<file path="config.mk">
export PLATFORM = sky130hd
export DESIGN_NAME = tmr_cmp_unit
export DESIGN_NICKNAME = d
export VERILOG_FILES = /design/src/rtl/tmr_pkg.sv /design/src/rtl/tmr_counter.sv /design/src/rtl/tmr_cmp_reg.sv /design/src/rtl/tmr_wave.sv /design/src/rtl/tmr_cmp_unit.sv
export SDC_FILE = /design/constraint.sdc
export NUM_CORES = 1
export LEC_CHECK = 0
export BUFFER_PORTS_ARGS = -buffer_cell sky130_fd_sc_hd__clkbuf_2
export CAP_MARGIN = 10
export CORE_UTILIZATION = 55
export DETAILED_ROUTE_END_ITERATION = 10
export HOLD_SLACK_MARGIN = 0.08
export PLACE_DENSITY = 0.78
export SLEW_MARGIN = 20
export SYNTH_ARGS = -nofsm -noshare
export SYNTH_HDL_FRONTEND = slang
export SYNTH_SLANG_ARGS = --single-unit
</file>
<file path="constraint.sdc">
create_clock -name clk_i -period 3.18 [get_ports clk_i]
set_input_delay 0.636 -clock clk_i [delete_from_list [all_inputs] [get_ports clk_i]]
set_output_delay 0.636 -clock clk_i [all_outputs]
set_load 0.01 [all_outputs]
</file>
<file path="src/rtl/tmr_pkg.sv">
package tmr_pkg;
  typedef enum logic [1:0] {
    MODE_FREE  = 2'b00,
    MODE_CTC   = 2'b01,
    MODE_FAST  = 2'b10,
    MODE_PHASE = 2'b11
  } tmr_mode_e;

  typedef enum logic [1:0] {
    ACT_NONE   = 2'b00,
    ACT_TOGGLE = 2'b01,
    ACT_CLEAR  = 2'b10,
    ACT_SET    = 2'b11
  } tmr_act_e;

  localparam logic [1:0] ADDR_CTRL = 2'd0;
  localparam logic [1:0] ADDR_CNT  = 2'd1;
  localparam logic [1:0] ADDR_CMP  = 2'd2;
  localparam logic [1:0] ADDR_CLR  = 2'd3;

  localparam int unsigned FORCE_BIT = 7;

  function automatic logic is_pwm(tmr_mode_e m);
    return m[1];
  endfunction
endpackage

</file>
<file path="src/rtl/tmr_counter.sv">
module tmr_counter
  import tmr_pkg::*;
#(
  parameter int unsigned W = 8
) (
  input  logic         clk_i,
  input  logic         rst_ni,
  input  logic         tick_i,
  input  logic         wr_i,
  input  logic [W-1:0] wr_data_i,
  input  tmr_mode_e    mode_i,
  input  logic         match_i,
  output logic [W-1:0] cnt_o,
  output logic         blk_o
);
  localparam logic [W-1:0] MAX = {W{1'b1}};
  localparam logic [W-1:0] ONE = {{(W-1){1'b0}}, 1'b1};

  logic [W-1:0] cnt_q;
  logic         up_q;
  logic         blk_q;

  always_ff @(posedge clk_i or negedge rst_ni) begin
    if (!rst_ni) begin
      cnt_q <= '0;
      up_q  <= 1'b1;
      blk_q <= 1'b0;
    end else if (wr_i) begin
      cnt_q <= wr_data_i;
      blk_q <= 1'b1;
    end else if (tick_i) begin
      blk_q <= 1'b0;
      unique case (mode_i)
        MODE_CTC: begin
          up_q  <= 1'b1;
          cnt_q <= match_i ? '0 : cnt_q + ONE;
        end
        MODE_PHASE: begin
          if (up_q) begin
            if (cnt_q == MAX) begin
              up_q  <= 1'b0;
              cnt_q <= cnt_q - ONE;
            end else cnt_q <= cnt_q + ONE;
          end else begin
            if (cnt_q == '0) begin
              up_q  <= 1'b1;
              cnt_q <= cnt_q + ONE;
            end else cnt_q <= cnt_q - ONE;
          end
        end
        default: begin
          up_q  <= 1'b1;
          cnt_q <= cnt_q + ONE;
        end
      endcase
    end
  end

  assign cnt_o = cnt_q;
  assign blk_o = blk_q;

  assert_blk_after_write_R11: assert property (@(posedge clk_i) disable iff (!rst_ni)
    wr_i |=> blk_o);
  assert_ctc_reload_R5: assert property (@(posedge clk_i) disable iff (!rst_ni)
    (tick_i && !wr_i && mode_i == MODE_CTC && match_i) |=> (cnt_o == '0));
  assert_hold_no_tick_R3: assert property (@(posedge clk_i) disable iff (!rst_ni)
    (!tick_i && !wr_i) |=> $stable(cnt_o));
endmodule

</file>
<file path="src/rtl/tmr_cmp_reg.sv">
module tmr_cmp_reg #(
  parameter int unsigned W = 8
) (
  input  logic         clk_i,
  input  logic         rst_ni,
  input  logic         wr_i,
  input  logic [W-1:0] wr_data_i,
  input  logic         pwm_i,
  input  logic         load_i,
  output logic [W-1:0] act_o
);
  logic [W-1:0] buf_q;
  logic [W-1:0] act_q;

  always_ff @(posedge clk_i or negedge rst_ni) begin
    if (!rst_ni) begin
      buf_q <= '0;
      act_q <= '0;
    end else begin
      if (wr_i) buf_q <= wr_data_i;
      if (wr_i && !pwm_i)       act_q <= wr_data_i;
      else if (load_i && pwm_i) act_q <= buf_q;
    end
  end

  assign act_o = act_q;

  assert_pwm_hold_R8: assert property (@(posedge clk_i) disable iff (!rst_ni)
    (pwm_i && !load_i) |=> $stable(act_o));
  assert_direct_write_R7: assert property (@(posedge clk_i) disable iff (!rst_ni)
    (wr_i && !pwm_i) |=> (act_o == $past(wr_data_i)));
endmodule

</file>
<file path="src/rtl/tmr_wave.sv">
module tmr_wave
  import tmr_pkg::*;
(
  input  logic     clk_i,
  input  logic     rst_ni,
  input  logic     event_i,
  input  tmr_act_e act_i,
  input  logic     set_flag_i,
  input  logic     clr_flag_i,
  output logic     wave_o,
  output logic     flag_o
);
  logic wave_q;
  logic flag_q;

  always_ff @(posedge clk_i or negedge rst_ni) begin
    if (!rst_ni) begin
      wave_q <= 1'b0;
      flag_q <= 1'b0;
    end else begin
      if (set_flag_i)      flag_q <= 1'b1;
      else if (clr_flag_i) flag_q <= 1'b0;
      if (event_i) begin
        unique case (act_i)
          ACT_TOGGLE: wave_q <= ~wave_q;
          ACT_CLEAR:  wave_q <= 1'b0;
          ACT_SET:    wave_q <= 1'b1;
          default:    wave_q <= wave_q;
        endcase
      end
    end
  end

  assign wave_o = wave_q;
  assign flag_o = flag_q;

  assert_match_flag_R4: assert property (@(posedge clk_i) disable iff (!rst_ni)
    set_flag_i |=> flag_o);
  assert_force_no_flag_R9: assert property (@(posedge clk_i) disable iff (!rst_ni)
    (event_i && !set_flag_i && !clr_flag_i) |=> $stable(flag_o));
  assert_toggle_R4: assert property (@(posedge clk_i) disable iff (!rst_ni)
    (event_i && act_i == ACT_TOGGLE) |=> (wave_o != $past(wave_o)));
endmodule

</file>
<file path="src/rtl/tmr_cmp_unit.sv">
module tmr_cmp_unit
  import tmr_pkg::*;
#(
  parameter int unsigned W = 8
) (
  input  logic         clk_i,
  input  logic         rst_ni,
  input  logic         tick_i,
  input  logic         wr_en_i,
  input  logic [1:0]   wr_addr_i,
  input  logic [W-1:0] wr_data_i,
  output logic [W-1:0] cnt_o,
  output logic [W-1:0] cmp_o,
  output logic         wave_o,
  output logic         irq_o
);
  localparam logic [W-1:0] MAX = {W{1'b1}};

  tmr_mode_e mode_q;
  tmr_act_e  act_q;
  logic      wr_ctrl, wr_cnt, wr_cmp, wr_clr;
  logic      force_ev, match, load, blk, pwm;
  tmr_mode_e wr_mode;
  tmr_act_e  wr_act, ev_act;

  assign wr_ctrl = wr_en_i && (wr_addr_i == ADDR_CTRL);
  assign wr_cnt  = wr_en_i && (wr_addr_i == ADDR_CNT);
  assign wr_cmp  = wr_en_i && (wr_addr_i == ADDR_CMP);
  assign wr_clr  = wr_en_i && (wr_addr_i == ADDR_CLR) && wr_data_i[0];
  assign wr_mode = tmr_mode_e'(wr_data_i[1:0]);
  assign wr_act  = tmr_act_e'(wr_data_i[3:2]);

  always_ff @(posedge clk_i or negedge rst_ni) begin
    if (!rst_ni) begin
      mode_q <= MODE_FREE;
      act_q  <= ACT_NONE;
    end else if (wr_ctrl) begin
      mode_q <= wr_mode;
      act_q  <= wr_act;
    end
  end

  assign pwm      = is_pwm(mode_q);
  assign force_ev = wr_ctrl && wr_data_i[FORCE_BIT] && !is_pwm(wr_mode);
  assign match    = tick_i && !wr_cnt && !blk && (cnt_o == cmp_o);
  assign load     = tick_i && !wr_cnt && pwm && (cnt_o == MAX);
  assign ev_act   = force_ev ? wr_act : act_q;

  tmr_counter #(.W(W)) i_counter (
    .clk_i     (clk_i),
    .rst_ni    (rst_ni),
    .tick_i    (tick_i),
    .wr_i      (wr_cnt),
    .wr_data_i (wr_data_i),
    .mode_i    (mode_q),
    .match_i   (match),
    .cnt_o     (cnt_o),
    .blk_o     (blk)
  );

  tmr_cmp_reg #(.W(W)) i_cmp_reg (
    .clk_i     (clk_i),
    .rst_ni    (rst_ni),
    .wr_i      (wr_cmp),
    .wr_data_i (wr_data_i),
    .pwm_i     (pwm),
    .load_i    (load),
    .act_o     (cmp_o)
  );

  tmr_wave i_wave (
    .clk_i      (clk_i),
    .rst_ni     (rst_ni),
    .event_i    (match || force_ev),
    .act_i      (ev_act),
    .set_flag_i (match),
    .clr_flag_i (wr_clr),
    .wave_o     (wave_o),
    .flag_o     (irq_o)
  );

  assert_pwm_force_ignored_R10: assert property (@(posedge clk_i) disable iff (!rst_ni)
    (wr_ctrl && is_pwm(wr_mode) && !match) |=> $stable(wave_o));
  assert_clear_flag_R12: assert property (@(posedge clk_i) disable iff (!rst_ni)
    (wr_clr && !match) |=> !irq_o);
endmodule

</file>
==> impl_metrics.env <==
export IMPL_status="complete, no violations"
export IMPL_cts_sinks=32
export IMPL_vias=1758
export IMPL_clk_latency_ns=0.34
export IMPL_clk_pin_slew_ns=0.11
export IMPL_core_um2=3390
export IMPL_drv_slew=0
export IMPL_synth_fa_ha_area_frac=0.0190
export IMPL_die_y_um=62.0
export IMPL_root_buffer="clkbuf_4"
export IMPL_cp_slowest_cell="dfrtp_1"
export IMPL_yosysWarnings=0
export IMPL_cp_end_kind="flip-flop"
export IMPL_syn_avg_cell_area_um2=9.41
export IMPL_startpoint_type="flip-flop"
export IMPL_syn_instance_count=210
export IMPL_grt_max_degree=33
export IMPL_ant_nets=0
export IMPL_num_rows=21
export IMPL_diodes=0
export IMPL_htree_levels=2
export IMPL_cp_arrival_ns=2.47
export IMPL_cellPowerDensity_nw_per_um2=675
export IMPL_cts_max_path_buffers=2
export IMPL_grt_pass1_wl_mm=7.72
export IMPL_hold_path_class="input pin to async pin"
export IMPL_n_fill_cell=308
export IMPL_drive_gt1_frac=0.243
export IMPL_nets=255
export IMPL_dpl_hpwl_mm=3.44
export IMPL_fin_crit_ns=2.21
export IMPL_die_area_um2=3840
export IMPL_synthSimpleGateAreaFrac=0.225
export IMPL_utilization=0.656
export IMPL_wl_mm=4.77
export IMPL_drc=0
export IMPL_power_leakage_nw=0.951
export IMPL_regArea_um2=802
export IMPL_ys_async_sr_fraction=1.00
export IMPL_track_usage=0.283
export IMPL_ys_ff_latch=32
export IMPL_syn_cell_area_um2=1980
export IMPL_multi_input_area_um2=1110
export IMPL_cts_hold_buffers=0
export IMPL_grt_pass1_vias=1666
export IMPL_viasPerCell=6.17
export IMPL_skew_ns=0.0108
export IMPL_synth_xor_area_frac=0.0443
export IMPL_synth_edf_count=0
export IMPL_place_gp_congestion=0.888
export IMPL_worst_slew_pin_slew_ns=0.845
export IMPL_ir_worst_vdd_uv=357
export IMPL_crit_chain="inv_1 -> ha_1 -> nor4b_1 -> a21oi_1 -> nand2_1 -> o21a_1 -> o21ai_0"
export IMPL_grt_overflow_total=0
export IMPL_antenna_found_initial=0
export IMPL_cts_setup_buffers=0
export IMPL_syn_to_final_growth_pct=12.4
export IMPL_drv_cap=0
export IMPL_cts_buffers=5
export IMPL_syn_num_nets=227
export IMPL_wire_per_inst_um=16.7
export IMPL_worst_path_max_fanout=10
export IMPL_initial_core_util=0.583
export IMPL_setup_viol=0
export IMPL_ys_seq_area_frac=0.406
export IMPL_cts_tree="yes"
export IMPL_synth_flop_cell="dfrtp_1"
export IMPL_cp_slowest_stage_delay_ns=0.50
export IMPL_dieWidth_um=62.0
export IMPL_synth_compound_area_frac=0.155
export IMPL_synth_top_family_by_area="simple AND/OR/NAND/NOR gates"
export IMPL_crit_type="flip-flop to flip-flop"
export IMPL_first_pass_iters=5
export IMPL_hold_violations=0
export IMPL_yosys_cell_types_count=41
export IMPL_reg2regPathDepth=7
export IMPL_required_ns=3.44
export IMPL_cts_resized_gates=0
export IMPL_tns_ns=0
export IMPL_fmax_mhz=453
export IMPL_finalCritPeriodShare=0.694
export IMPL_io_buffers=31
export IMPL_slew_headroom=0.436
export IMPL_io_pins=32
export IMPL_drtIter0Drc=109
export IMPL_synthMuxAreaShare=0.120
export IMPL_rsz0062_at_grt="false"
## cell usage after synthesis, types with 2 or more instances
master / number / area share
a211oi_1: 7 / 0.027
nand3_1: 5 / 0.013
nand3b_1: 3 / 0.011
buf_2: 5 / 0.013
a221oi_1: 2 / 0.0089
xor2_1: 9 / 0.040
a21oi_1: 9 / 0.023
o21ai_0: 5 / 0.013
mux2_2: 13 / 0.074
nor2_1: 11 / 0.021
nand2_1: 29 / 0.055
nor3_1: 9 / 0.023
mux2i_1: 9 / 0.046
ha_1: 3 / 0.019
o211ai_1: 5 / 0.019
a21o_1: 3 / 0.011
o21a_1: 2 / 0.0076
nand4_1: 10 / 0.032
nor4_2: 2 / 0.013
inv_1: 3 / 0.0057
dfrtp_1: 31 / 0.39
a22oi_1: 5 / 0.019
and3_1: 3 / 0.0095
nor2b_1: 2 / 0.0063
o21ai_1: 5 / 0.013
clkbuf_1: 5 / 0.0095
## placed cells by master (no fill, tap or decap), types with 3 or more instances in the layout
cell type,instances
o21ai_0,5
clkbuf_4,5
a21o_1,3
clkbuf_2,31
and3_1,3
mux2_2,13
nand3b_1,3
inv_1,3
a22oi_1,5
nor2_1,11
xor2_1,9
o211ai_1,5
nor3_1,9
a211oi_1,7
ha_1,3
o21ai_1,5
nand2_1,29
nand3_1,5
nand4_1,10
mux2i_1,9
dfrtp_1,31
a21oi_1,9
## final timing paths
kind / to / slack [ns] / from
worst max-delay path: i_counter.cnt_o[2] / 0.97 / i_counter.cnt_o[0]
worst min-delay path: i_cmp_reg.act_o[7] / 0.38 / rst_ni
worst max register to register: i_counter.cnt_o[2] / 0.97 / i_counter.cnt_o[0]
worst min register to register: i_counter.blk_o / 0.49 / i_counter.blk_o
max in group asynchronous: i_counter.cnt_o[0] / 2.26 / rst_ni
min in group clk_i: i_counter.blk_o / 0.49 / i_counter.blk_o
## cell type report
type	instances	area share
clock buffer	6	0.0186
clock inverter	2	0.0158
inverter	3	0.00507
multi-input combinational	164	0.501
sequential	32	0.361
tap	46	0.0259
timing repair buffer	32	0.0732
## metrics by stage
stage	std cells	cell area, um2	setup slack, ns	total power [W]	hold WS [ns]
floorplan	210	1980	1.25	0.00101	0.340
global placement	277	2150	0.748	0.00119	0.468
detailed placement	277	2150	0.690	0.00119	0.469
CTS	285	2220	0.988	0.00151	0.380
global route	285	2220	0.760	0.00161	0.415
finish	285	2220	0.974	0.00150	0.375
## state kept, by name (all words and copies together), names as in the netlist
name,flops
i_cmp_reg.buf_q,8
i_cmp_reg.act_o,8
i_wave.wave_o,1
i_wave.flag_o,1
act_q,2
i_counter.up_q,1
mode_q,2
i_counter.blk_o,1
i_counter.cnt_o,8
## power by group
| group | switching [W] | internal (W) |
|---|---|---|
| Sequential | 0.000178 | 0.000511 |
| Clock | 0.000144 | 0.000165 |
| Combinational | 0.000266 | 0.000237 |
| Total | 0.000588 | 0.000913 |
## critical path, delay by kind of cell, from the launching register on
| kind | cells | cell delay (ns) |
|---|---|---|
| DFF | 1 | 0.50 |
| adders and majority gates | 1 | 0.22 |
| AOI/OAI and AO/OA | 3 | 0.78 |
| buffers and inverters | 1 | 0.15 |
| and+or+nand+nor | 2 | 0.48 |
## cell families after synthesis
logic type / after synthesis
muxes: 22
adders and majority gates: 3
and+or+nand+nor: 83
buffers and inverters: 14
AOI/OAI and AO/OA: 46
xor gates and xnor gates: 10
DFF: 32
## per-layer routing
metal / share of wire / vias up / track usage
met3: 0.061 / 13 / 0.0704
li1: - / 834 / -
met5: 0 / - / 0
met2: 0.48 / 73 / 0.441
met1: 0.44 / 838 / 0.373
met4: 0.025 / 0 / 0.124
No activity file was read; power rests on OpenSTA's default activity.
